--- src/rtl/glb_pkg.sv ---
// Package glb_pkg: sizes and row layout shared by the logic block.
// Assumes the mode row fits inside one configuration row.
package glb_pkg;
    localparam int N_IN      = 18;
    localparam int N_MC      = 4;
    localparam int PT_PER_MC = 4;
    localparam int N_GCLK    = 3;
    localparam int ROW_W     = 2 * N_IN;
    localparam int N_DATA_PT = N_MC * PT_PER_MC;
    localparam int XOR_PT0   = N_DATA_PT;
    localparam int CLK_PT    = XOR_PT0 + N_MC;
    localparam int RST_PT    = CLK_PT + 1;
    localparam int OE_PT     = RST_PT + 1;
    localparam int N_PT      = OE_PT + 1;
    localparam int MODE_ROW  = N_PT;
    localparam int ADDR_W    = $clog2(N_PT + 1);
    localparam int MC_MODE_W = 2 + N_MC;
    localparam int CSEL_W    = 2;
    localparam int CSEL_LSB  = N_MC * MC_MODE_W;
    localparam int MODE_USED = CSEL_LSB + CSEL_W;

    typedef struct packed {
        logic [N_MC-1:0] share;
        logic            wide;
        logic            reg_en;
    } mc_mode_t;
endpackage

--- src/rtl/glb_cfg_store.sv ---
// Module glb_cfg_store: holds the fuse rows and the mode row.
// Rows are written one per cycle while cfg_load is high.
// Assumes a synchronous active-low reset clears every row.
module glb_cfg_store
    import glb_pkg::*;
(
    input  logic                          clk,
    input  logic                          rst_n,
    input  logic                          cfg_load,
    input  logic [ADDR_W-1:0]             cfg_addr,
    input  logic [ROW_W-1:0]              cfg_data,
    output logic [N_PT-1:0][ROW_W-1:0]    fuse_rows,
    output mc_mode_t [N_MC-1:0]           mc_mode,
    output logic [CSEL_W-1:0]             clk_sel
);
    logic [MODE_USED-1:0] mode_row;

    // Row write port: fuse rows, then the mode row at the next address.
    always_ff @(posedge clk) begin
        if (!rst_n) begin
            fuse_rows <= '0;
            mode_row  <= '0;
        end else if (cfg_load) begin
            if (cfg_addr < ADDR_W'(N_PT))
                fuse_rows[cfg_addr] <= cfg_data;
            else if (cfg_addr == ADDR_W'(MODE_ROW))
                mode_row <= cfg_data[MODE_USED-1:0];
        end
    end

    for (genvar m = 0; m < N_MC; m++) begin : g_mode
        assign mc_mode[m] = mc_mode_t'(mode_row[m*MC_MODE_W +: MC_MODE_W]);
    end
    assign clk_sel = mode_row[CSEL_LSB +: CSEL_W];

    assert_cfg_hold_R9: assert property (@(posedge clk) disable iff (!rst_n)
        !cfg_load |=> ($stable(fuse_rows) && $stable(mode_row)));
endmodule

--- src/rtl/glb_and_array.sv ---
// Module glb_and_array: one product term per fuse row.
// Each term is the AND of its enabled true and complement literals.
// A row with no enabled literal is switched off and gives 0.
module glb_and_array
    import glb_pkg::*;
(
    input  logic                       clk,
    input  logic                       rst_n,
    input  logic [N_IN-1:0]            lgc_in,
    input  logic [N_PT-1:0][ROW_W-1:0] fuse_rows,
    output logic [N_PT-1:0]            pt
);
    for (genvar p = 0; p < N_PT; p++) begin : g_pt
        logic [N_IN-1:0] use_t;
        logic [N_IN-1:0] use_c;

        // Split the row into true-literal and complement-literal masks.
        always_comb begin
            for (int i = 0; i < N_IN; i++) begin
                use_t[i] = fuse_rows[p][2*i];
                use_c[i] = fuse_rows[p][2*i+1];
            end
        end

        assign pt[p] = (|fuse_rows[p]) & (&(~use_t | lgc_in)) & (&(~use_c | ~lgc_in));

        assert_empty_row_R1: assert property (@(posedge clk) disable iff (!rst_n)
            (fuse_rows[p] == '0) |-> !pt[p]);
    end
endmodule

--- src/rtl/glb_clk_sel.sv ---
// Module glb_clk_sel: chooses the block's register clock and finds its rising edge.
// It picks a global line or the product-term clock, then reports a rising edge
// as a one-cycle load pulse.
// Assumes every source is already synchronous to clk.
module glb_clk_sel
    import glb_pkg::*;
(
    input  logic              clk,
    input  logic              rst_n,
    input  logic [N_GCLK-1:0] gclk,
    input  logic              clk_pt,
    input  logic [CSEL_W-1:0] clk_sel,
    output logic              ld_edge
);
    logic src;
    logic src_d;

    // Source multiplexer: global lines first, product-term clock above them.
    always_comb begin
        if (int'(clk_sel) < N_GCLK) src = gclk[clk_sel];
        else                        src = clk_pt;
    end

    // Previous-cycle copy of the selected source.
    always_ff @(posedge clk) begin
        if (!rst_n) src_d <= 1'b0;
        else        src_d <= src;
    end

    assign ld_edge = src & ~src_d;

    assert_single_edge_R5: assert property (@(posedge clk) disable iff (!rst_n)
        ld_edge |=> !ld_edge);
endmodule

--- src/rtl/glb_macrocell.sv ---
// Module glb_macrocell: picks the bypass or wide sum and holds the register.
// It drives either the data value or the register at the output.
// Reset order: global reset, then the reset term, then the clocked load.
module glb_macrocell (
    input  logic clk,
    input  logic rst_n,
    input  logic grst_n,
    input  logic pt_rst,
    input  logic ld_edge,
    input  logic own_sum,
    input  logic wide_sum,
    input  logic xor_term,
    input  logic wide,
    input  logic reg_en,
    output logic mc_out
);
    logic d;
    logic q;

    // Data value: four-term bypass, or shared sum XOR the per-cell term.
    always_comb begin
        if (wide) d = wide_sum ^ xor_term;
        else      d = own_sum;
    end

    // Macrocell register with prioritised resets.
    always_ff @(posedge clk) begin
        if (!rst_n || !grst_n) q <= 1'b0;
        else if (pt_rst)       q <= 1'b0;
        else if (ld_edge)      q <= d;
    end

    assign mc_out = reg_en ? q : d;

    assert_grst_clear_R6: assert property (@(posedge clk) disable iff (!rst_n)
        !grst_n |=> !q);
    assert_ptrst_clear_R7: assert property (@(posedge clk) disable iff (!rst_n)
        (grst_n && pt_rst) |=> !q);
    assert_load_R5: assert property (@(posedge clk) disable iff (!rst_n)
        (grst_n && !pt_rst && ld_edge) |=> (q == $past(d)));
    assert_hold_R5: assert property (@(posedge clk) disable iff (!rst_n)
        (grst_n && !pt_rst && !ld_edge) |=> $stable(q));
endmodule

--- src/rtl/glb_block.sv ---
// Module glb_block: top of the four-macrocell logic block.
// It joins the configuration store, the AND array, the clock selection and
// the macrocells.
// Assumes all inputs are synchronous to clk.
module glb_block
    import glb_pkg::*;
(
    input  logic                clk,
    input  logic                rst_n,
    input  logic                grst_n,
    input  logic                cfg_load,
    input  logic [ADDR_W-1:0]   cfg_addr,
    input  logic [ROW_W-1:0]    cfg_data,
    input  logic [N_GCLK-1:0]   gclk,
    input  logic [N_IN-1:0]     lgc_in,
    output logic [N_MC-1:0]     mc_out,
    output logic                pt_oe
);
    logic [N_PT-1:0][ROW_W-1:0] fuse_rows;
    mc_mode_t [N_MC-1:0]        mc_mode;
    logic [CSEL_W-1:0]          clk_sel;
    logic [N_PT-1:0]            pt;
    logic [N_MC-1:0]            cluster_or;
    logic [N_MC-1:0]            wide_sum;
    logic                       ld_edge;

    glb_cfg_store u_cfg (
        .clk(clk), .rst_n(rst_n), .cfg_load(cfg_load), .cfg_addr(cfg_addr),
        .cfg_data(cfg_data), .fuse_rows(fuse_rows), .mc_mode(mc_mode), .clk_sel(clk_sel)
    );

    glb_and_array u_arr (
        .clk(clk), .rst_n(rst_n), .lgc_in(lgc_in), .fuse_rows(fuse_rows), .pt(pt)
    );

    glb_clk_sel u_clk (
        .clk(clk), .rst_n(rst_n), .gclk(gclk), .clk_pt(pt[CLK_PT]),
        .clk_sel(clk_sel), .ld_edge(ld_edge)
    );

    for (genvar m = 0; m < N_MC; m++) begin : g_mc
        assign cluster_or[m] = |pt[m*PT_PER_MC +: PT_PER_MC];
        assign wide_sum[m]   = |(cluster_or & mc_mode[m].share);

        glb_macrocell u_mc (
            .clk(clk), .rst_n(rst_n), .grst_n(grst_n), .pt_rst(pt[RST_PT]),
            .ld_edge(ld_edge), .own_sum(cluster_or[m]), .wide_sum(wide_sum[m]),
            .xor_term(pt[XOR_PT0+m]), .wide(mc_mode[m].wide),
            .reg_en(mc_mode[m].reg_en), .mc_out(mc_out[m])
        );
    end

    assign pt_oe = pt[OE_PT];
endmodule

--- config.mk ---
export PLATFORM = sky130hd
export DESIGN_NAME = glb_block
export DESIGN_NICKNAME = d
export VERILOG_FILES = /design/src/rtl/glb_pkg.sv /design/src/rtl/glb_cfg_store.sv /design/src/rtl/glb_and_array.sv /design/src/rtl/glb_clk_sel.sv /design/src/rtl/glb_macrocell.sv /design/src/rtl/glb_block.sv
export SDC_FILE = /design/constraint.sdc
export NUM_CORES = 2
export LEC_CHECK = 0
export BUFFER_PORTS_ARGS = -buffer_cell sky130_fd_sc_hd__buf_2
export CORE_MARGIN = 5
export CORE_UTILIZATION = 33
export DETAILED_ROUTE_END_ITERATION = 6
export GPL_ROUTABILITY_DRIVEN = 0
export HOLD_SLACK_MARGIN = 0.06
export SLEW_MARGIN = 20
export SYNTH_ARGS = -nofsm -noshare
export SYNTH_HDL_FRONTEND = slang
export SYNTH_SLANG_ARGS = --single-unit
--- constraint.sdc ---
create_clock -name clk -period 6.1 [get_ports clk]
set_input_delay 0.61 -clock clk [delete_from_list [all_inputs] [get_ports clk]]
set_output_delay 0.61 -clock clk [all_outputs]
set_load 0.005 [all_outputs]
==> results.yml <==
synth:
  syn_inst: 4865
  syn_area_sq_um: 39600
  synth_cell_types: 55
  syn-num-nets: 4931
  ys_warn_count: 0
  ys_seq_area_share_pct: 43.4
  synth-main-ff-cell: "dfxtp_1"
  synth_area_per_cell_sq_um: 8.15
  async_reset_ff_share_pct: 0
  ys_ff_latch: 859
  synth_edf_count: 0
sta:
  max_freq_ghz: 0.195
  rsz0062_at_grt: "no"
  period_needed_ns: 5.12
  drv_slew: 0
  worst_pin_slew_ns: 1.30
  clock_skew_ns: 0.0295
  hold_viol: 0
  post-route-period-util_pct: 83.9
  fin_tns_setup_ns: 0
  whs_ns: 0.390
  finalSetupViolations: 0
  maxSlewHeadroom_pct: 13.6
grt:
  overflow: 0
  grt_usage_pct: 23.2
  grt_start_max_net_pins: 270
  grt_pass1_wl_um: 222000
  antenna_found_initial: 17
  grt_pass1_vias: 32300
power_and_ir_drop:
  p_leak_nw: 15.5
  power.density_nw_per_um2: 280
  power_switching_mw: 3.15
  p_int_mw: 9.25
  combPwrFrac_pct: 8.2
  swShare_pct: 25.4
  clock_power_share_pct: 46.0
  max-vdd-ir-drop_mv: 0.188
  sequentialPowerShare_pct: 45.8
clock_network:
  cts_hold_buf: 0
  postCtsSetupBuffers: 0
  clkTransAtPathRegs_ns: 0.06
  clk_path_buf_depth: 3
  numCtsBuffers: 92
  cts_root_buffer: "clkbuf_16"
  tritoncts: "built"
  ctsResizeCount: 0
  clkSinkCount: 859
  htree_levels: 3
  clock_latency_ns: 0.67
critical_path:
  path_max_fanout: 16
  cp_cell_sequence: "buf_2 > buf_4 > mux2i_1 > nand4_1 > or3_1 > nor4_1 > o41ai_1 > and3_1 > a211oi_1 > mux2i_1 > buf_2"
  crit_type: "in -> out"
  crit_path_end_kind: "output pin"
  cpMaxStageDelayCell: "buf_2"
  worstPathRequired_ns: 5.49
  cp_slowest_stage_delay_ns: 0.76
  worst-endpoint-arrival_ns: 4.51
  cp-start-kind: "input pin"
layout:
  nets: 4834
  drive_gt1_share_pct: 7.98
  fillerInstances: 12200
  regArea_sq_um: 17200
  multiInputGateArea_sq_um: 20600
  area_delta_synth_final_pct: 11.9
die:
  initial_utilization_pct: 33.1
  rows: 127
  die_area_sq_um: 127000
  die_h_um: 357
  die_w_um: 357
  ios: 71
  coreArea_sq_um: 120000
route:
  viasPerCell: 5.51
  routedWlPerCell_um: 23.8
  drc: 0
  drt-pass1-iter-count: 6
  finalWirelength_um: 153000
  vias: 35600
  dr.first_iter.drc_count: 4389
  antenna_left: 0
placed_design:
  port_buffers: 70
  dp_hpwl_um: 88500
flow_run:
  drv_cap: 0
run_status:
  status: "finished, final reports clean"
worst_hold_path:
  hold_class: "in -> reg"
synthesized netlist by cell type, types with 5 or more instances:
cell type / number / area share (%)
or4_1: 7 / 0.13
a221oi_1: 6 / 0.13
buf_6: 33 / 0.94
dfxtp_1: 859 / 43
mux2i_1: 359 / 9.1
a22oi_1: 14 / 0.27
nand2b_1: 7 / 0.11
and2_1: 6 / 0.095
nor4_1: 210 / 3.3
or3_1: 17 / 0.27
a21oi_1: 9 / 0.11
nor2b_1: 21 / 0.33
nor2_1: 27 / 0.26
clkbuf_1: 325 / 3.1
buf_4: 21 / 0.40
nand3_1: 36 / 0.45
o41ai_1: 12 / 0.27
nor4_2: 9 / 0.28
inv_1: 28 / 0.27
a21boi_0: 794 / 15
a22o_1: 6 / 0.13
nor3_1: 32 / 0.40
nand2_1: 1790 / 17
nand4_1: 105 / 1.7
nor3_2: 5 / 0.13
a21boi_1: 63 / 1.2
flip-flops by register name, indices dropped and copies added, names as in the netlist:
name	flops
u_cfg.fuse_rows	828
u_cfg.mode_row	26
g_mc.u_mc.q	4
u_clk.src_d	1
critical path, delay by kind of cell:
| family | cells | cell delay, ns |
|---|---|---|
| buf+inv | 3 | 1.27 |
| compound gates | 2 | 0.91 |
| simple gates | 4 | 1.34 |
| mux | 2 | 0.34 |
cells by family (layout without fill, tap and decap cells):
logic type / count (synthesis) / in the layout / share of synthesized area [%]
compound gates: 939 / 939 / 17.8
buf+inv: 413 / 385 / 4.75
flops: 859 / 859 / 43.4
mux: 364 / 364 / 9.21
other cells: 0 / 8 / 0
simple gates: 2290 / 2290 / 24.8
area by class of cell:
cell class | count | share of cell area, %
multi-input combinational | 3593 | 46.5
sequential | 859 | 38.8
clock buffer | 140 | 6.26
tap | 1612 | 4.55
timing repair buffer | 192 | 3.02
clock inverter | 23 | 0.590
inverter | 30 | 0.254
antenna | 8 | 0.0451
path summary, 6_finish.rpt:
check	startpoint	to	slack, ns	depth (start not counted)
max	lgc_in[17]	mc_out[1]	0.98	11
min	gclk[2]	u_clk.src_d	0.39	4
max reg2reg	u_cfg.fuse_rows[372]	g_mc[1].u_mc.q	2.96	8
min reg2reg	g_mc[1].u_mc.q	g_mc[1].u_mc.q	0.45	2
metrics by stage:
step	cells	power, mW	cell area [sq um]	setup WS, ns	utilization [%]
2_1_floorplan	4865	6.33	39600	2.88	-
3_3_place_gp	6286	6.79	41300	1.11	34.5
3_5_place_dp	6286	6.79	41300	1.09	34.5
4_1_cts	6449	12.4	44300	1.04	37.1
5_1_grt	6451	12.7	44300	0.972	37.1
6_report	6457	12.4	44400	0.980	37.1
routing by layer:
layer  global-route usage [%]  up-vias  routed length (um)
met5                        0        -                  83
met4                     8.51       12                6100
met3                     4.61      339               14900
met2                     34.6     1617               65200
met1                     33.0    17200               67200
li1                         -    16400                   -
power by group through the flow:
stage	clock [mW]	sequential [mW]	combinational, mW
4_1_cts	5.75	5.68	0.989
2_1_floorplan	0	5.79	0.539
6_report	5.70	5.68	1.02
3_5_place_dp	0	5.80	0.988
3_3_place_gp	0	5.80	0.984
5_1_grt	5.98	5.68	1.03
cell usage in the layout (no fill, tap or decap), types with 28 or more instances in the layout:
| master | n |
|---|---|
| a21boi_0 | 794 |
| inv_1 | 28 |
| nor3_1 | 30 |
| buf_4 | 118 |
| nor4_1 | 210 |
| dfxtp_1 | 859 |
| clkbuf_16 | 94 |
| buf_2 | 68 |
| nand3_1 | 36 |
| nand2_1 | 1786 |
| a21boi_1 | 63 |
| mux2i_1 | 359 |
| nand4_1 | 105 |
Power figures use the tool's default switching activity.
